`src/rtl/dbg_scan_pkg.sv`:
```
package dbg_scan_pkg;
  localparam int SCAN_W = 16;
  localparam int OPC_W  = 4;
  localparam int IDX_W  = 4;
  localparam int BYTE_W = 8;

  localparam logic [OPC_W-1:0] OPC_NOP = 4'd0;
  localparam logic [OPC_W-1:0] OPC_RD  = 4'd1;
  localparam logic [OPC_W-1:0] OPC_WR  = 4'd2;

  typedef struct packed {
    logic hold;
    logic shift;
    logic exec;
    logic sel_n;
  } ctl_t;
endpackage

```
`src/rtl/dbg_ctl_latch.sv`:
```
module dbg_ctl_latch
  import dbg_scan_pkg::*;
(
  input  logic clk,
  input  logic rst_n,
  input  logic ph_b,
  input  ctl_t ctl_in,
  output ctl_t ctl_q,
  output logic shift_go,
  output logic exec_go
);
  ctl_t ctl_d;
  logic enabled;

  always_comb begin
    ctl_d = ctl_q;
    if (ph_b) ctl_d = ctl_in;
  end

  always_ff @(posedge clk or negedge rst_n) begin
    if (!rst_n) begin
      ctl_q.hold  <= 1'b0;
      ctl_q.shift <= 1'b0;
      ctl_q.exec  <= 1'b0;
      ctl_q.sel_n <= 1'b1;
    end else begin
      ctl_q <= ctl_d;
    end
  end

  always_comb begin
    enabled  = ctl_q.hold & ~ctl_q.sel_n;
    exec_go  = enabled & ctl_q.exec;
    shift_go = enabled & ctl_q.shift & ~ctl_q.exec;
  end
endmodule

```
`src/rtl/dbg_exec_decode.sv`:
```
module dbg_exec_decode
  import dbg_scan_pkg::*;
#(
  parameter int OP_W = OPC_W
) (
  input  logic            ph_b,
  input  logic            exec_go,
  input  logic [OP_W-1:0] opcode,
  output logic            wr_en,
  output logic            rd_en
);
  logic act;

  always_comb begin
    act   = ph_b & exec_go;
    wr_en = 1'b0;
    rd_en = 1'b0;
    if (act) begin
      case (opcode)
        OP_W'(OPC_RD): rd_en = 1'b1;
        OP_W'(OPC_WR): wr_en = 1'b1;
        default: ;
      endcase
    end
  end
endmodule

```
`src/rtl/dbg_shift_reg.sv`:
```
module dbg_shift_reg #(
  parameter int SR_W = 16,
  parameter int DW   = 8
) (
  input  logic            clk,
  input  logic            rst_n,
  input  logic            ph_a,
  input  logic            ph_b,
  input  logic            shift_go,
  input  logic            rd_en,
  input  logic [DW-1:0]   rd_data,
  input  logic            sdi,
  output logic [SR_W-1:0] sr_q,
  output logic            sdo
);
  logic [SR_W-1:0] sr_d;
  logic            sdo_d;

  always_comb begin
    sr_d = sr_q;
    if (ph_b) begin
      if (rd_en)         sr_d[DW-1:0] = rd_data;
      else if (shift_go) sr_d = {sdi, sr_q[SR_W-1:1]};
    end
  end

  always_comb begin
    sdo_d = sdo;
    if (ph_a && shift_go) sdo_d = sr_q[0];
  end

  always_ff @(posedge clk or negedge rst_n) begin
    if (!rst_n) begin
      sr_q <= '0;
      sdo  <= 1'b0;
    end else begin
      sr_q <= sr_d;
      sdo  <= sdo_d;
    end
  end
endmodule

```
`src/rtl/dbg_reg_file.sv`:
```
module dbg_reg_file #(
  parameter int IW = 4,
  parameter int DW = 8
) (
  input  logic               clk,
  input  logic               rst_n,
  input  logic               wr_en,
  input  logic [IW-1:0]      idx,
  input  logic [DW-1:0]      wr_data,
  output logic [DW-1:0]      rd_data,
  output logic [(1<<IW)*DW-1:0] regs_flat
);
  localparam int NREGS = 1 << IW;

  logic [DW-1:0] regs_q [NREGS];

  for (genvar g = 0; g < NREGS; g++) begin : g_reg
    logic [DW-1:0] reg_d;

    always_comb begin
      reg_d = regs_q[g];
      if (wr_en && (idx == IW'(g))) reg_d = wr_data;
    end

    always_ff @(posedge clk or negedge rst_n) begin
      if (!rst_n) regs_q[g] <= '0;
      else        regs_q[g] <= reg_d;
    end

    assign regs_flat[g*DW +: DW] = regs_q[g];
  end

  assign rd_data = regs_q[idx];
endmodule

```
`src/rtl/dbg_scan_port.sv`:
```
module dbg_scan_port
  import dbg_scan_pkg::*;
#(
  parameter int SR_W = SCAN_W,
  parameter int OP_W = OPC_W,
  parameter int IW   = IDX_W,
  parameter int DW   = BYTE_W
) (
  input  logic clk,
  input  logic rst_n,
  input  logic ph_a,
  input  logic ph_b,
  input  logic dbg_hold,
  input  logic dbg_shift,
  input  logic dbg_exec,
  input  logic dbg_sel_n,
  input  logic dbg_sdi,
  output logic dbg_sdo
);
  localparam int IDX_LSB = DW;
  localparam int OP_LSB  = DW + IW;
  localparam int NREGS   = 1 << IW;

  logic [1:0]           rst_sync;
  logic                 rst_sync_n;
  ctl_t                 ctl_in;
  ctl_t                 ctl_q;
  logic                 hold_q;
  logic                 sel_n_q;
  logic                 shift_go;
  logic                 exec_go;
  logic                 wr_en;
  logic                 rd_en;
  logic [SR_W-1:0]      sr_q;
  logic [DW-1:0]        rd_data;
  logic [NREGS*DW-1:0]  regs_flat;

  always_ff @(posedge clk or negedge rst_n) begin
    if (!rst_n) rst_sync <= 2'b00;
    else        rst_sync <= {rst_sync[0], 1'b1};
  end
  assign rst_sync_n = rst_sync[1];

  always_comb begin
    ctl_in.hold  = dbg_hold;
    ctl_in.shift = dbg_shift;
    ctl_in.exec  = dbg_exec;
    ctl_in.sel_n = dbg_sel_n;
  end

  dbg_ctl_latch u_ctl (
    .clk      (clk),
    .rst_n    (rst_sync_n),
    .ph_b     (ph_b),
    .ctl_in   (ctl_in),
    .ctl_q    (ctl_q),
    .shift_go (shift_go),
    .exec_go  (exec_go)
  );

  assign hold_q  = ctl_q.hold;
  assign sel_n_q = ctl_q.sel_n;

  dbg_exec_decode #(.OP_W(OP_W)) u_dec (
    .ph_b    (ph_b),
    .exec_go (exec_go),
    .opcode  (sr_q[OP_LSB +: OP_W]),
    .wr_en   (wr_en),
    .rd_en   (rd_en)
  );

  dbg_shift_reg #(.SR_W(SR_W), .DW(DW)) u_sr (
    .clk      (clk),
    .rst_n    (rst_sync_n),
    .ph_a     (ph_a),
    .ph_b     (ph_b),
    .shift_go (shift_go),
    .rd_en    (rd_en),
    .rd_data  (rd_data),
    .sdi      (dbg_sdi),
    .sr_q     (sr_q),
    .sdo      (dbg_sdo)
  );

  dbg_reg_file #(.IW(IW), .DW(DW)) u_rf (
    .clk       (clk),
    .rst_n     (rst_sync_n),
    .wr_en     (wr_en),
    .idx       (sr_q[IDX_LSB +: IW]),
    .wr_data   (sr_q[DW-1:0]),
    .rd_data   (rd_data),
    .regs_flat (regs_flat)
  );
endmodule

```
`config.mk`:
```
export PLATFORM = sky130hd
export DESIGN_NAME = dbg_scan_port
export DESIGN_NICKNAME = d
export VERILOG_FILES = /design/src/rtl/dbg_scan_pkg.sv /design/src/rtl/dbg_ctl_latch.sv /design/src/rtl/dbg_exec_decode.sv /design/src/rtl/dbg_shift_reg.sv /design/src/rtl/dbg_reg_file.sv /design/src/rtl/dbg_scan_port.sv
export SDC_FILE = /design/constraint.sdc
export NUM_CORES = 1
export LEC_CHECK = 0
export ABC_CLOCK_PERIOD_IN_PS = 6000
export CAP_MARGIN = 20
export CORE_MARGIN = 2
export CORE_UTILIZATION = 62
export CTS_CLUSTER_DIAMETER = 100
export DETAILED_ROUTE_END_ITERATION = 8
export PLACE_DENSITY = 0.91
export SKIP_CTS_REPAIR_TIMING = 1
export SKIP_LAST_GASP = 1
export SYNTH_ARGS = -nofsm -noshare
export SYNTH_HDL_FRONTEND = slang
export SYNTH_SLANG_ARGS = --single-unit
```
`constraint.sdc`:
```
create_clock -name clk -period 6 [get_ports clk]
set_clock_uncertainty 0.15 [all_clocks]
set_input_delay 1.8 -clock clk [delete_from_list [all_inputs] [get_ports clk]]
set_output_delay 1.8 -clock clk [all_outputs]
set_load 0.02 [all_outputs]
```
After elaboration in Yosys (flattened, before gate mapping)
Cells that the tools add are included.
{"block": "word_totals", "register_bits": 151, "input_bits": 9, "out_inout_bits": 1, "wordCells": 81}
{"block": "op_classes", "n_lt_le_gt_ge": 1, "n_eq_ne": 17, "muxes": 9, "n_bitwise": 9, "n_reduce_logical": 21}
{"op": "binary-select mux 8 bit (select 4 bit)", "n": 1}
{"op": "equality test 4 bit (second input constant)", "n": 8}
{"op": "2-to-1 mux 8 bit", "n": 4}
{"op": "logical AND 1 bit", "n": 17}
{"op": "equality test 4 x 3 -> 1 bit (second input constant)", "n": 4}
{"op": "equality test 4 x 2 -> 1 bit (second input constant)", "n": 3}
{"op": "equality test 4 x 1 -> 1 bit (second input constant)", "n": 2}
{"op": "AND 1 bit", "n": 5}
{"op": ">= comparator 5 bit (second input constant)", "n": 1}
{"op": "NOT 4 -> 5 bit", "n": 1}
{"op": "logical NOT 4 bit", "n": 1}
{"op": "2-to-1 mux 1 bit", "n": 4}
{"op": "NOT 1 bit", "n": 3}
{"op": "AND reduction 3 bit", "n": 1}
{"op": "AND reduction 2 bit", "n": 1}
{"op": "nonzero test 2 bit", "n": 1}

Longest topological paths before layout
{"block": "logic_depth", "depth_word": 7, "mapped_depth": 7}

Cells and area by module
Synthesis repeated with hierarchy kept, for this count alone.
{"block": "unflattened", "hier_cells": 446, "area_unflattened_um2": 6895.4}
{"module": "dbg_reg_file", "n_inst": 1, "cells_each": 365, "area_per_inst_um2": 5860.6, "seq_area_each_um2": 3203.1}
{"module": "dbg_shift_reg", "n_inst": 1, "cells_each": 65, "area_per_inst_um2": 789.5, "seq_area_each_um2": 425.4}
{"module": "dbg_ctl_latch", "n_inst": 1, "cells_each": 10, "area_per_inst_um2": 165.2, "seq_area_each_um2": 101.3}
{"module": "dbg_scan_port", "n_inst": 1, "cells_each": 3, "area_per_inst_um2": 53.8, "seq_area_each_um2": 50.0}
{"module": "dbg_exec_decode", "n_inst": 1, "cells_each": 3, "area_per_inst_um2": 26.3, "seq_area_each_um2": 0.0}

Worst setup path before layout
No wires, ideal clock.
{"block": "synth_path", "kind": "in2reg", "startpoint": "in ph_b", "endpoint": "reg u_rf.regs_q (netlist bit u_rf.regs_flat[104])", "setup_time_ns": 0.125, "t_arrival_ns": 3.293, "t_required_ns": 5.725, "setup_slack_ns": 2.432, "stages": 5, "path_buffers": 1, "path_cell_list": "buf_4 -> nand4bb_4 -> or3_4 -> nor4b_4 -> mux2_2"}
{"block": "synth_between", "elab_chain_len": 3}
{"element": "start, declared", "line": "dbg_scan_port.sv:12", "rtl": "input logic ph_b,"}
{"element": "AND 1 bit", "line": "dbg_exec_decode.sv:15", "rtl": "act = ph_b & exec_go;"}
{"element": "2-to-1 mux 1 bit", "line": "dbg_exec_decode.sv:18", "rtl": "if (act) begin"}
{"element": "logical AND 1 bit", "line": "dbg_reg_file.sv:22", "rtl": "if (wr_en && (idx == IW'(g))) reg_d = wr_data;"}
{"element": "end signal, assigned by index", "line": "dbg_reg_file.sv:27", "rtl": "else regs_q[g] <= reg_d;"}
{"element": "end, declared", "line": "dbg_reg_file.sv:15", "rtl": "logic [DW-1:0] regs_q [NREGS];"}
No other way between the ends.
A chain may end at the register's enable or synchronous reset.

Worst setup path after layout
{"block": "layout_path", "startpoint": "in ph_b", "endpoint": "reg u_rf.regs_q (netlist bit u_rf.regs_flat[118])"}
The elaborated chain is that of the path after synthesis.

==> qor.yml <==
finalCriticalPeriod_ns: 4.03
drv_cap: 0
cts_sinks: 151
n_fill_cell: 658
grt_pass1_vias: 4417
critPathKind: "in -> reg"
root_buffer: "clkbuf_8"
rr_worst_depth: 4
crit_family: "simple AND/OR/NAND/NOR gates"
tns_ns: 0
worst_pin_slew_ns: 1.15
clk_latency_ns: 0.54
worst_setup_path_start_kind: "input pin"
antenna_found_initial: 0
async_flop_share_pct: 100
slowest_delay_ns: 0.74
cp.arrival_ns: 4.30
r2r-end: "u_rf.regs_flat[118]$_DFFE_PN0P_"
slowest_stage: "nor2b_1"
drive_above_1_share_pct: 45.1
synthTopCellsByCount: "dfrtp_1, mux2_2, nand2_1"
synthTopCellsByArea: "dfrtp_1, mux2_2, mux4_2"
fmax_mhz: 248
die_width_um: 109
ir_worst_vdd_mv: 0.264
end_kind: "flop"
grt_usage_pct: 28.7
ys_ff_latch: 151
gp_congestion: 0.851
yosysSeqAreaShare_pct: 55.4
vias_per_cell: 6.67
syn_area_mm2: 0.00683
grt_remaining_overflow: 0
switching_share_pct: 24.6
power_switching_uw: 612
drcViolationCount: 0
synth_edf_count: 0
max_slew_margin_pct: 23.6
setup_violations: 0
die_area_mm2: 0.0119
power_density_mw_per_mm2: 325
worstPathCellList: "clkdlybuf4s50_1 -> nand4bb_4 -> or3_4 -> nor2b_1 -> mux2_2"
pwr-share-seq_pct: 44.3
dieHeight_um: 109
synth_top_area_share_pct: 55.0
diodes: 0
rsz0062_at_grt: "no"
leakage_uw: 0.00360
regArea_mm2: 0.00378
synth.most_common_cell: "dfrtp_1"
intPower_uw: 1880
required_ns: 6.27
path_depth: 5
status: "complete, no violations"
drt_first_pass_iters: 5
syn_inst: 455
num_vias: 4085
grt_pass1_wl_um: 24400
slew_viol_final: 0
yosys.area.top_type: "dfrtp_1"
io_pins: 10
timing.final.ws_setup_ns: 1.97
drt_first_iter_violations: 565
drt_wl_total_um: 15500
core_mm2: 0.0108
num_rows: 38
crit_buf_inv: 1
p_clk_share_pct: 45.9
syn_avg_cell_area_um2: 15.0
ant_nets: 0
multi_input_area_mm2: 0.00292
areaGrowthSynthToFinish_pct: 12.4
holdCritPathClass: "reg -> async"
yosys_warnings: 0
routedWlPerCell_um: 25.4
cts_buffers: 17
ys.flop_type: "dfrtp_1"
h-tree-depth: 4
dp.final_hpwl_um: 8850
cts.clk_slew.worst_paths_ns: 0.06
synth_cell_type_count: 32
timing.rr.start: "u_sr.sr_q[11]$_DFFE_PN0P_"
min_period_over_period_pct: 67.1
syn_nets: 464
hold_violations: 0
dp_slack_ns: 1.44
tritoncts: "yes"
io_buffers: 9
clock_path_buffers: 2
ff2ff_setup_slack_ns: 2.95
start_util_pct: 63.3
nets: 468
p_comb_share_pct: 9.8
grt_max_degree: 93
cp_max_fo: 8
sequential cells by signal, indices dropped and copies added, names as in the netlist:
name	flops
u_rf.regs_flat	128
u_ctl.ctl_q	4
rst_sync	2
u_sr.sdo	1
u_sr.sr_q	16
cells in the final DEF, fill, tap and decap left out, types with 2 or more instances in the layout:
cell type / count
buf_4: 3
bufinv_16: 5
clkbuf_16: 16
clkbuf_8: 2
clkdlybuf4s50_1: 9
clkinv_2: 4
clkinv_4: 2
clkinvlp_4: 2
dfrtp_1: 148
mux2_1: 4
mux2_2: 136
mux2i_1: 7
mux4_2: 33
nand2_1: 48
nand2b_1: 4
nand3_1: 10
nand3b_1: 3
nor2_1: 2
nor2b_1: 2
nor3b_1: 2
nor4_1: 3
o2111ai_1: 7
o21ai_0: 2
stage by stage:
| stage | area, µm² | hold slack, ns | cells | total power [µW] | utilization, % |
|---|---|---|---|---|---|
| detailed placement | 6990 | 0.198 | 578 | 1350 | 64.8 |
| global route | 7670 | 0.0993 | 612 | 2570 | 71.1 |
| CTS | 7630 | 0.213 | 610 | 2490 | 70.7 |
| floorplan | 6830 | 0.181 | 455 | 1300 | - |
| finish | 7670 | 0.0727 | 612 | 2490 | 71.1 |
| global placement | 6990 | 0.187 | 578 | 1340 | 64.8 |
cells by family (layout without fill, tap and decap cells):
group / count (synthesis) / in the layout / share of synthesized area (%)
other cells: 1 / 1 / 0.0549
buf+inv: 30 / 47 / 1.91
mux: 180 / 180 / 35.0
compound gates: 9 / 9 / 1.04
flops: 151 / 151 / 55.4
simple gates: 84 / 84 / 6.62
layer usage:
layer / vias up / global-route usage (%) / wire length (µm)
li1: 1684 / - / -
met3: 54 / 7.17 / 1080
met2: 209 / 44.8 / 7860
met1: 2138 / 37.3 / 6060
met5: - / 0 / 0
met4: 0 / 15.2 / 536
how the worst max path moves through the flow:
stage / startpoint / to / slack, ns
floorplan: rst_sync[1]$_DFF_PN0_ / u_ctl.ctl_q[1]$_DFFE_PN0P_ / 1.33
global placement: ph_b / u_rf.regs_flat[115]$_DFFE_PN0P_ / 1.54
detailed placement: ph_b / u_rf.regs_flat[118]$_DFFE_PN0P_ / 1.44
CTS: ph_b / u_rf.regs_flat[118]$_DFFE_PN0P_ / 2.01
global route: ph_b / u_rf.regs_flat[114]$_DFFE_PN0P_ / 1.91
finish: ph_b / u_rf.regs_flat[118]$_DFFE_PN0P_ / 1.97
cell type report:
class / count / area share, %
Multi-Input combinational cell: 274 / 38.0
Timing Repair Buffer: 14 / 2.02
Clock buffer: 19 / 5.63
Inverter: 1 / 0.0489
Sequential cell: 151 / 49.3
Tap cell: 140 / 2.28
Clock inverter: 13 / 2.64
power groups by stage:
stage	clock (µW)	combinational, µW	sequential [µW]
finish	1140	244	1100
global route	1200	267	1110
CTS	1150	217	1120
detailed placement	0	214	1140
global placement	0	208	1130
floorplan	0	213	1090
Note: power is estimated with default switching activity, not from simulation.
